===== config.mk =====
export PLATFORM = sky130hd
export DESIGN_NAME = mdio_mgmt_master
export DESIGN_NICKNAME = d
export VERILOG_FILES = /design/src/rtl/mdio_mgmt_pkg.sv /design/src/rtl/mdio_clk_div.sv /design/src/rtl/mdio_frame_engine.sv /design/src/rtl/mdio_mgmt_regs.sv /design/src/rtl/mdio_mgmt_master.sv
export SDC_FILE = /design/constraint.sdc
export NUM_CORES = 1
export LEC_CHECK = 0
export BUFFER_PORTS_ARGS = -buffer_cell sky130_fd_sc_hd__buf_2
export CAP_MARGIN = 20
export CORE_MARGIN = 2
export CORE_UTILIZATION = 38
export DETAILED_ROUTE_END_ITERATION = 6
export HOLD_SLACK_MARGIN = 0.03
export PLACE_DENSITY = 0.62
export SETUP_SLACK_MARGIN = 0.2
export SLEW_MARGIN = 20
export SYNTH_ARGS = -nofsm -noshare
export SYNTH_HDL_FRONTEND = slang
export SYNTH_HIERARCHICAL = 1
export SYNTH_SLANG_ARGS = --single-unit

===== constraint.sdc =====
create_clock -name clk -period 4.43 [get_ports clk]
set_input_delay 0.443 -clock clk [delete_from_list [all_inputs] [get_ports clk]]
set_output_delay 0.443 -clock clk [all_outputs]
set_load 0.1 [all_outputs]

===== src/rtl/mdio_mgmt_pkg.sv =====
package mdio_mgmt_pkg;
    // register map: fixed byte offsets that software decodes
    localparam logic [7:0] STAT_OFS = 8'h10;
    localparam logic [7:0] CMD_OFS  = 8'h14;

    // command word field positions
    localparam int GO_BIT  = 31;
    localparam int OP_BIT  = 26;
    localparam int PHY_LSB = 21;
    localparam int REG_LSB = 16;
    localparam int ERR_BIT = 31;

    // frame layout, in bit times from the first preamble bit
    localparam int PRE_BITS   = 32;
    localparam int FRAME_BITS = 64;
    localparam int PRE_LAST   = PRE_BITS - 1;
    localparam int HDR_LAST   = PRE_BITS + 14 - 1;
    localparam int TA_LAST    = HDR_LAST + 2;
    localparam int DATA_LAST  = FRAME_BITS - 1;
    localparam int BIT_CNT_W  = $clog2(FRAME_BITS);

    typedef struct packed {
        logic        wr;
        logic [4:0]  phy;
        logic [4:0]  regn;
        logic [15:0] wdata;
    } mdio_cmd_t;

    typedef enum logic [2:0] {
        ST_IDLE,
        ST_PRE,
        ST_HDR,
        ST_TA,
        ST_DATA,
        ST_END
    } mdio_state_t;
endpackage


===== src/rtl/mdio_clk_div.sv =====
module mdio_clk_div #(
    parameter int DIV_HALF = 4
) (
    input  logic clk,
    input  logic rst_n,
    input  logic run,
    output logic mdc,
    output logic rise_stb,
    output logic fall_stb
);
    localparam int CNT_W = $clog2(DIV_HALF + 1);
    localparam logic [CNT_W-1:0] CNT_LAST = CNT_W'(DIV_HALF - 1);

    logic [CNT_W-1:0] cnt_q;
    logic             wrap;

    assign wrap     = run && (cnt_q == CNT_LAST);
    assign rise_stb = wrap && !mdc;
    assign fall_stb = wrap && mdc;

    always_ff @(posedge clk or negedge rst_n) begin
        if (!rst_n) begin
            cnt_q <= '0;
            mdc   <= 1'b0;
        end else if (!run) begin
            cnt_q <= '0;
            mdc   <= 1'b0;
        end else if (wrap) begin
            cnt_q <= '0;
            mdc   <= ~mdc;
        end else begin
            cnt_q <= cnt_q + 1'b1;
        end
    end

    // the clock never toggles unless a frame is running
    assert_mdc_still_when_idle_R6: assert property (@(posedge clk) disable iff (!rst_n)
        !$past(run) |-> !mdc);
endmodule


===== src/rtl/mdio_frame_engine.sv =====
module mdio_frame_engine
    import mdio_mgmt_pkg::*;
(
    input  logic        clk,
    input  logic        rst_n,
    input  logic        start,
    input  mdio_cmd_t   cmd,
    input  logic        rise_stb,
    input  logic        fall_stb,
    input  logic        mdio_in,
    output logic        run,
    output logic        mdio_out,
    output logic        mdio_oe,
    output logic        idle,
    output logic        done,
    output logic        ta_err,
    output logic [15:0] rx_data
);
    mdio_state_t          state_q, state_d;
    logic [FRAME_BITS-1:0] tx_q;
    logic [BIT_CNT_W-1:0]  bit_q;
    logic                  wr_q;

    localparam logic [BIT_CNT_W-1:0] B_PRE  = BIT_CNT_W'(PRE_LAST);
    localparam logic [BIT_CNT_W-1:0] B_HDR  = BIT_CNT_W'(HDR_LAST);
    localparam logic [BIT_CNT_W-1:0] B_TA   = BIT_CNT_W'(TA_LAST);
    localparam logic [BIT_CNT_W-1:0] B_DATA = BIT_CNT_W'(DATA_LAST);

    // state register
    always_ff @(posedge clk or negedge rst_n) begin
        if (!rst_n) state_q <= ST_IDLE;
        else        state_q <= state_d;
    end

    // next state
    always_comb begin
        state_d = state_q;
        unique case (state_q)
            ST_IDLE: if (start)                      state_d = ST_PRE;
            ST_PRE:  if (fall_stb && bit_q == B_PRE)  state_d = ST_HDR;
            ST_HDR:  if (fall_stb && bit_q == B_HDR)  state_d = ST_TA;
            ST_TA:   if (fall_stb && bit_q == B_TA)   state_d = ST_DATA;
            ST_DATA: if (fall_stb && bit_q == B_DATA) state_d = ST_END;
            ST_END:                                   state_d = ST_IDLE;
            default:                                  state_d = ST_IDLE;
        endcase
    end

    // outputs
    always_comb begin
        run     = 1'b0;
        mdio_oe = 1'b0;
        idle    = 1'b0;
        done    = 1'b0;
        unique case (state_q)
            ST_IDLE: idle = 1'b1;
            ST_PRE, ST_HDR: begin
                run     = 1'b1;
                mdio_oe = 1'b1;
            end
            ST_TA, ST_DATA: begin
                run     = 1'b1;
                mdio_oe = wr_q;
            end
            ST_END:  done = 1'b1;
            default: idle = 1'b1;
        endcase
    end

    assign mdio_out = tx_q[FRAME_BITS-1];

    // shift datapath
    always_ff @(posedge clk or negedge rst_n) begin
        if (!rst_n) begin
            tx_q    <= '0;
            bit_q   <= '0;
            wr_q    <= 1'b0;
            ta_err  <= 1'b0;
            rx_data <= '0;
        end else if (state_q == ST_IDLE) begin
            if (start) begin
                tx_q   <= {{PRE_BITS{1'b1}}, 2'b01,
                           cmd.wr ? 2'b01 : 2'b10,
                           cmd.phy, cmd.regn,
                           cmd.wr ? 2'b10 : 2'b11,
                           cmd.wr ? cmd.wdata : 16'hFFFF};
                bit_q  <= '0;
                wr_q   <= cmd.wr;
                ta_err <= 1'b0;
            end
        end else begin
            if (fall_stb) begin
                tx_q  <= {tx_q[FRAME_BITS-2:0], 1'b1};
                bit_q <= bit_q + 1'b1;
            end
            if (rise_stb && !wr_q) begin
                if (state_q == ST_TA && bit_q == B_TA) ta_err <= mdio_in;
                if (state_q == ST_DATA) rx_data <= {rx_data[14:0], mdio_in};
            end
        end
    end

    // while a frame runs, the line moves only after a falling MDC strobe
    assert_mdio_moves_on_fall_R6: assert property (@(posedge clk) disable iff (!rst_n)
        (state_q != ST_IDLE && $past(state_q) != ST_IDLE && !$stable(mdio_out))
        |-> $past(fall_stb));
    // a read never drives the line after the header
    assert_read_releases_line_R5: assert property (@(posedge clk) disable iff (!rst_n)
        (state_q == ST_DATA && !wr_q) |-> !mdio_oe);
endmodule


===== src/rtl/mdio_mgmt_regs.sv =====
module mdio_mgmt_regs
    import mdio_mgmt_pkg::*;
#(
    parameter int ADDR_W  = 8,
    parameter int NUM_PHY = 3
) (
    input  logic              clk,
    input  logic              rst_n,
    input  logic              bus_we,
    input  logic [ADDR_W-1:0] bus_addr,
    input  logic [31:0]       bus_wdata,
    output logic [31:0]       bus_rdata,
    input  logic              eng_idle,
    input  logic              eng_done,
    input  logic              eng_ta_err,
    input  logic [15:0]       eng_rx,
    output logic              start_o,
    output mdio_cmd_t         cmd_o,
    output logic              busy_o
);
    localparam logic [ADDR_W-1:0] A_CMD  = ADDR_W'(CMD_OFS);
    localparam logic [ADDR_W-1:0] A_STAT = ADDR_W'(STAT_OFS);

    mdio_cmd_t   cmd_q;
    logic        busy_q, start_q, err_q;
    logic [15:0] rd_q;
    logic        accept, phy_ok;

    assign accept = bus_we && (bus_addr == A_CMD) && bus_wdata[GO_BIT] && !busy_q;
    assign phy_ok = int'(bus_wdata[PHY_LSB +: 5]) < NUM_PHY;

    always_ff @(posedge clk or negedge rst_n) begin
        if (!rst_n) begin
            cmd_q   <= '0;
            busy_q  <= 1'b0;
            start_q <= 1'b0;
            err_q   <= 1'b0;
            rd_q    <= '0;
        end else begin
            start_q <= 1'b0;
            if (accept) begin
                if (phy_ok) begin
                    cmd_q.wr    <= bus_wdata[OP_BIT];
                    cmd_q.phy   <= bus_wdata[PHY_LSB +: 5];
                    cmd_q.regn  <= bus_wdata[REG_LSB +: 5];
                    cmd_q.wdata <= bus_wdata[15:0];
                    busy_q      <= 1'b1;
                    start_q     <= 1'b1;
                end else begin
                    err_q <= 1'b1;
                end
            end
            if (eng_done) begin
                busy_q <= 1'b0;
                if (cmd_q.wr) begin
                    err_q <= 1'b0;
                end else begin
                    rd_q  <= eng_rx;
                    err_q <= eng_ta_err;
                end
            end
        end
    end

    always_comb begin
        bus_rdata = '0;
        if (bus_addr == A_CMD)
            bus_rdata = {busy_q, 4'b0, cmd_q.wr, cmd_q.phy, cmd_q.regn, cmd_q.wdata};
        else if (bus_addr == A_STAT)
            bus_rdata = {err_q, 15'b0, rd_q};
    end

    assign start_o = start_q;
    assign cmd_o   = cmd_q;
    assign busy_o  = busy_q;

    // completion drops busy
    assert_busy_drops_after_done_R3: assert property (@(posedge clk) disable iff (!rst_n)
        eng_done |=> !busy_q);
    // an out-of-range PHY is refused without a start
    assert_bad_phy_refused_R7: assert property (@(posedge clk) disable iff (!rst_n)
        (accept && !phy_ok) |=> (err_q && !busy_q && !start_q));
    // a start only ever reaches an idle engine
    assert_start_only_when_idle_R9: assert property (@(posedge clk) disable iff (!rst_n)
        start_q |-> eng_idle);
    // a finished write keeps read data and clears the error
    assert_write_keeps_data_R10: assert property (@(posedge clk) disable iff (!rst_n)
        (eng_done && cmd_q.wr) |=> ($stable(rd_q) && !err_q));
endmodule


===== src/rtl/mdio_mgmt_master.sv =====
module mdio_mgmt_master
    import mdio_mgmt_pkg::*;
#(
    parameter int ADDR_W   = 8,
    parameter int NUM_PHY  = 3,
    parameter int DIV_HALF = 4
) (
    input  logic              clk,
    input  logic              rst_n,
    input  logic              bus_we,
    input  logic [ADDR_W-1:0] bus_addr,
    input  logic [31:0]       bus_wdata,
    output logic [31:0]       bus_rdata,
    output logic              mdc,
    output logic              mdio_out,
    output logic              mdio_oe,
    input  logic              mdio_in
);
    mdio_cmd_t   cmd;
    logic        start, busy, run, rise_stb, fall_stb;
    logic        eng_idle, eng_done, eng_ta_err;
    logic [15:0] eng_rx;

    mdio_mgmt_regs #(.ADDR_W(ADDR_W), .NUM_PHY(NUM_PHY)) u_regs (
        .clk(clk), .rst_n(rst_n),
        .bus_we(bus_we), .bus_addr(bus_addr), .bus_wdata(bus_wdata), .bus_rdata(bus_rdata),
        .eng_idle(eng_idle), .eng_done(eng_done), .eng_ta_err(eng_ta_err), .eng_rx(eng_rx),
        .start_o(start), .cmd_o(cmd), .busy_o(busy)
    );

    mdio_clk_div #(.DIV_HALF(DIV_HALF)) u_div (
        .clk(clk), .rst_n(rst_n), .run(run),
        .mdc(mdc), .rise_stb(rise_stb), .fall_stb(fall_stb)
    );

    mdio_frame_engine u_eng (
        .clk(clk), .rst_n(rst_n), .start(start), .cmd(cmd),
        .rise_stb(rise_stb), .fall_stb(fall_stb), .mdio_in(mdio_in),
        .run(run), .mdio_out(mdio_out), .mdio_oe(mdio_oe),
        .idle(eng_idle), .done(eng_done), .ta_err(eng_ta_err), .rx_data(eng_rx)
    );

    // MDC only rises while the host sees busy
    assert_mdc_within_busy_R6: assert property (@(posedge clk) disable iff (!rst_n)
        $rose(mdc) |-> busy);
    // the output driver is off whenever no command is pending
    assert_oe_off_when_free_R1: assert property (@(posedge clk) disable iff (!rst_n)
        !busy |-> !mdio_oe);
endmodule


==> out/results.ini <==
[outcome]
status=completed

[yosys]
synth_cells=554
netlist_area_um2=6430
yosysWarningCount=6
synth.avg_cell_area_um2=11.6

[finish]
drive_above_1_share=0.286
fin_cells=846
final_nets=661
final_area_um2=7510
n_antenna_cell=0
area_growth_syn_to_layout_pct=16.7

[placement]
place_congestion=0.790
place_inst=813
port_buffers=70
dp_hpwl_um=8700
dpl_cell_area_um2=6900

[timing]
setup_viol=0
slew_headroom=0.425
fin_skew_ns=0.0138
post-route-min-period_ns=2.73
period_share=0.617
rsz0062_at_grt=false
setup_tns_ns=0
slew_violations=0
hold_viol=0
tightest_slew_ns=0.862
max_freq_mhz=366

[cts]
clk_latency_ns=0.42
cts_max_level=4
clk_pin_slew_ns=0.06
numCtsBuffers=17
cts_tree=built
root_buffer=clkbuf_16
cts_sinks=141
cts_buffer_depth=2
postCtsSetupBuffers=0

[global_routing]
grt_pass1_wl_um=22400
grt_max_degree=112
grt_usage=0.156
grt_pass1_vias=4520
gr-total-overflow=0
antenna_found_initial=0

[setup_path]
reg2reg_depth=7
r2r_start=u_eng/state_q[1]$_DFFE_PN0P_
cp_cell_sequence=o21a_1, nor2_1, and3_1, o31a_1, nor2_2, buf_4, o21ai_0
end_kind=flip-flop
reg2reg_to=u_eng/tx_q[21]$_DFFE_PN0P_
crit_path_top_delay_cell=dfrtp_1
ff2ff_setup_slack_ns=1.70
start_kind=flip-flop
max_stage_delay_ns=0.82
crit_required_ns=4.72
critPathKind=flip-flop to flip-flop
arrival_ns=3.02
crit_path_max_fanout=21

[floorplanning]
dieArea_um2=18000
io_pins=79
die_x_um=134
dieHeight_um=134
initial_core_util=0.388
core_area_um2=16600
placementRows=47

[routing]
drc_errors=0
drtIter0Drc=226
drt_wl_total_um=13500
drtAntennaViolNets=0
vias=4376
viasPerCell=5.17
dr.pass1.iters=4
wl_per_cell_um=15.9

[hold_path]
min_to=u_regs/cmd_o[4]$_DFFE_PN0P_
min_from=bus_wdata[4]
hold_class=input port to flip-flop
hold_depth=2

[power]
powerDensity_nw_per_um2=365
ir_drop_v=0.000220
p_leak_uw=0.00388

[flow_run]
maxCapViolCount=0

[per-stage QoR]
step | setup slack, ns | hold WS, ns | utilization | power, uW
after global placement | 1.55 | 0.425 | 0.416 | 1390
after CTS | 1.70 | 0.211 | 0.450 | 2770
after global routing | 1.48 | 0.240 | 0.453 | 2840
after detailed placement | 1.50 | 0.446 | 0.416 | 1390
final | 1.70 | 0.256 | 0.453 | 2740
after floorplan | 1.01 | 0.147 | - | 1340
[cells in the final DEF, fill, tap and decap left out, drive strengths merged, types with 2 or more instances in the layout]
master   instances
conb             4
nand4            4
nor3             6
nand2b           2
nor2b            5
a31oi            2
a22o             2
mux2            56
o31ai            2
o22ai            4
nand3b           3
o21ai           17
o22a            11
clkinv           6
ha               3
buf             82
or4b             2
nor3b            3
and3            14
nand2           63
o2bb2ai         15
mux2i           30
and3b            5
and2             3
a21oi           20
nand3           37
and4             2
nor4b            3
clkbuf          18
inv              8
dfrtp          141
bufinv           2
or3              2
nor2            37
[area by class of cell]
cell class	count	area, um^2
clock buffer	18	429
clock inverter	13	140
fill	1550	9080
inverter	4	15.0
multi-input combinational	367	2640
sequential	141	3530
tap	220	275
timing repair buffer	83	477
[where the power goes]
group / total, uW / internal (uW) / switching (uW)
clock network: 1370 / 829 / 546
logic: 77.4 / 22.7 / 54.6
registers: 1290 / 1290 / 0.753
[repair_timing]
action | 4_1_cts | 5_1_grt
resized for setup | 0 | 0
endpoints found under the setup margin | 0 | 0
hold buffers | 0 | 1
endpoints found under the hold margin | 0 | 47
[routing by layer]
| layer | global-route usage | routed length, um | up-vias |
|---|---|---|---|
| li1 | - | - | 2066 |
| met1 | 0.190 | 5950 | 2225 |
| met2 | 0.270 | 6850 | 74 |
| met3 | 0.0385 | 466 | 11 |
| met4 | 0.0567 | 187 | 0 |
| met5 | 0 | 0 | - |
[worst max-delay path by stage]
stage	start	to	slack (ns)	depth (start not counted)
final	u_eng/state_q[1]$_DFFE_PN0P_	u_eng/tx_q[21]$_DFFE_PN0P_	1.70	7
after global routing	u_eng/state_q[1]$_DFFE_PN0P_	u_eng/tx_q[21]$_DFFE_PN0P_	1.48	7
after CTS	u_eng/state_q[2]$_DFFE_PN0P_	mdio_oe	1.70	4
after detailed placement	bus_addr[2]	u_regs/cmd_o[1]$_DFFE_PN0P_	1.50	6
after global placement	bus_addr[2]	u_regs/cmd_o[2]$_DFFE_PN0P_	1.55	6
after floorplan	u_eng/state_q[0]$_DFFE_PN0P_	mdio_oe	1.01	4
[state kept, by name, summed over array words and instances, names as in the netlist]
name            cells
u_eng/bit_q         6
u_regs/busy_o       1
u_regs/rd_q        16
u_eng/ta_err        1
u_eng/rx_data      16
u_regs/start_o      1
u_eng/wr_q          1
u_eng/state_q       3
u_regs/err_q        1
u_regs/cmd_o       27
u_div/cnt_q         3
u_div/mdc           1
u_eng/tx_q         64
[critical path: cells and delay by family (launching register included)]
| kind | cells | cell delay [ns] |
|---|---|---|
| simple gates | 3 | 0.95 |
| flops | 1 | 0.82 |
| compound gates | 3 | 0.50 |
| buf+inv | 1 | 0.33 |
(Power assumes the default switching activity.)
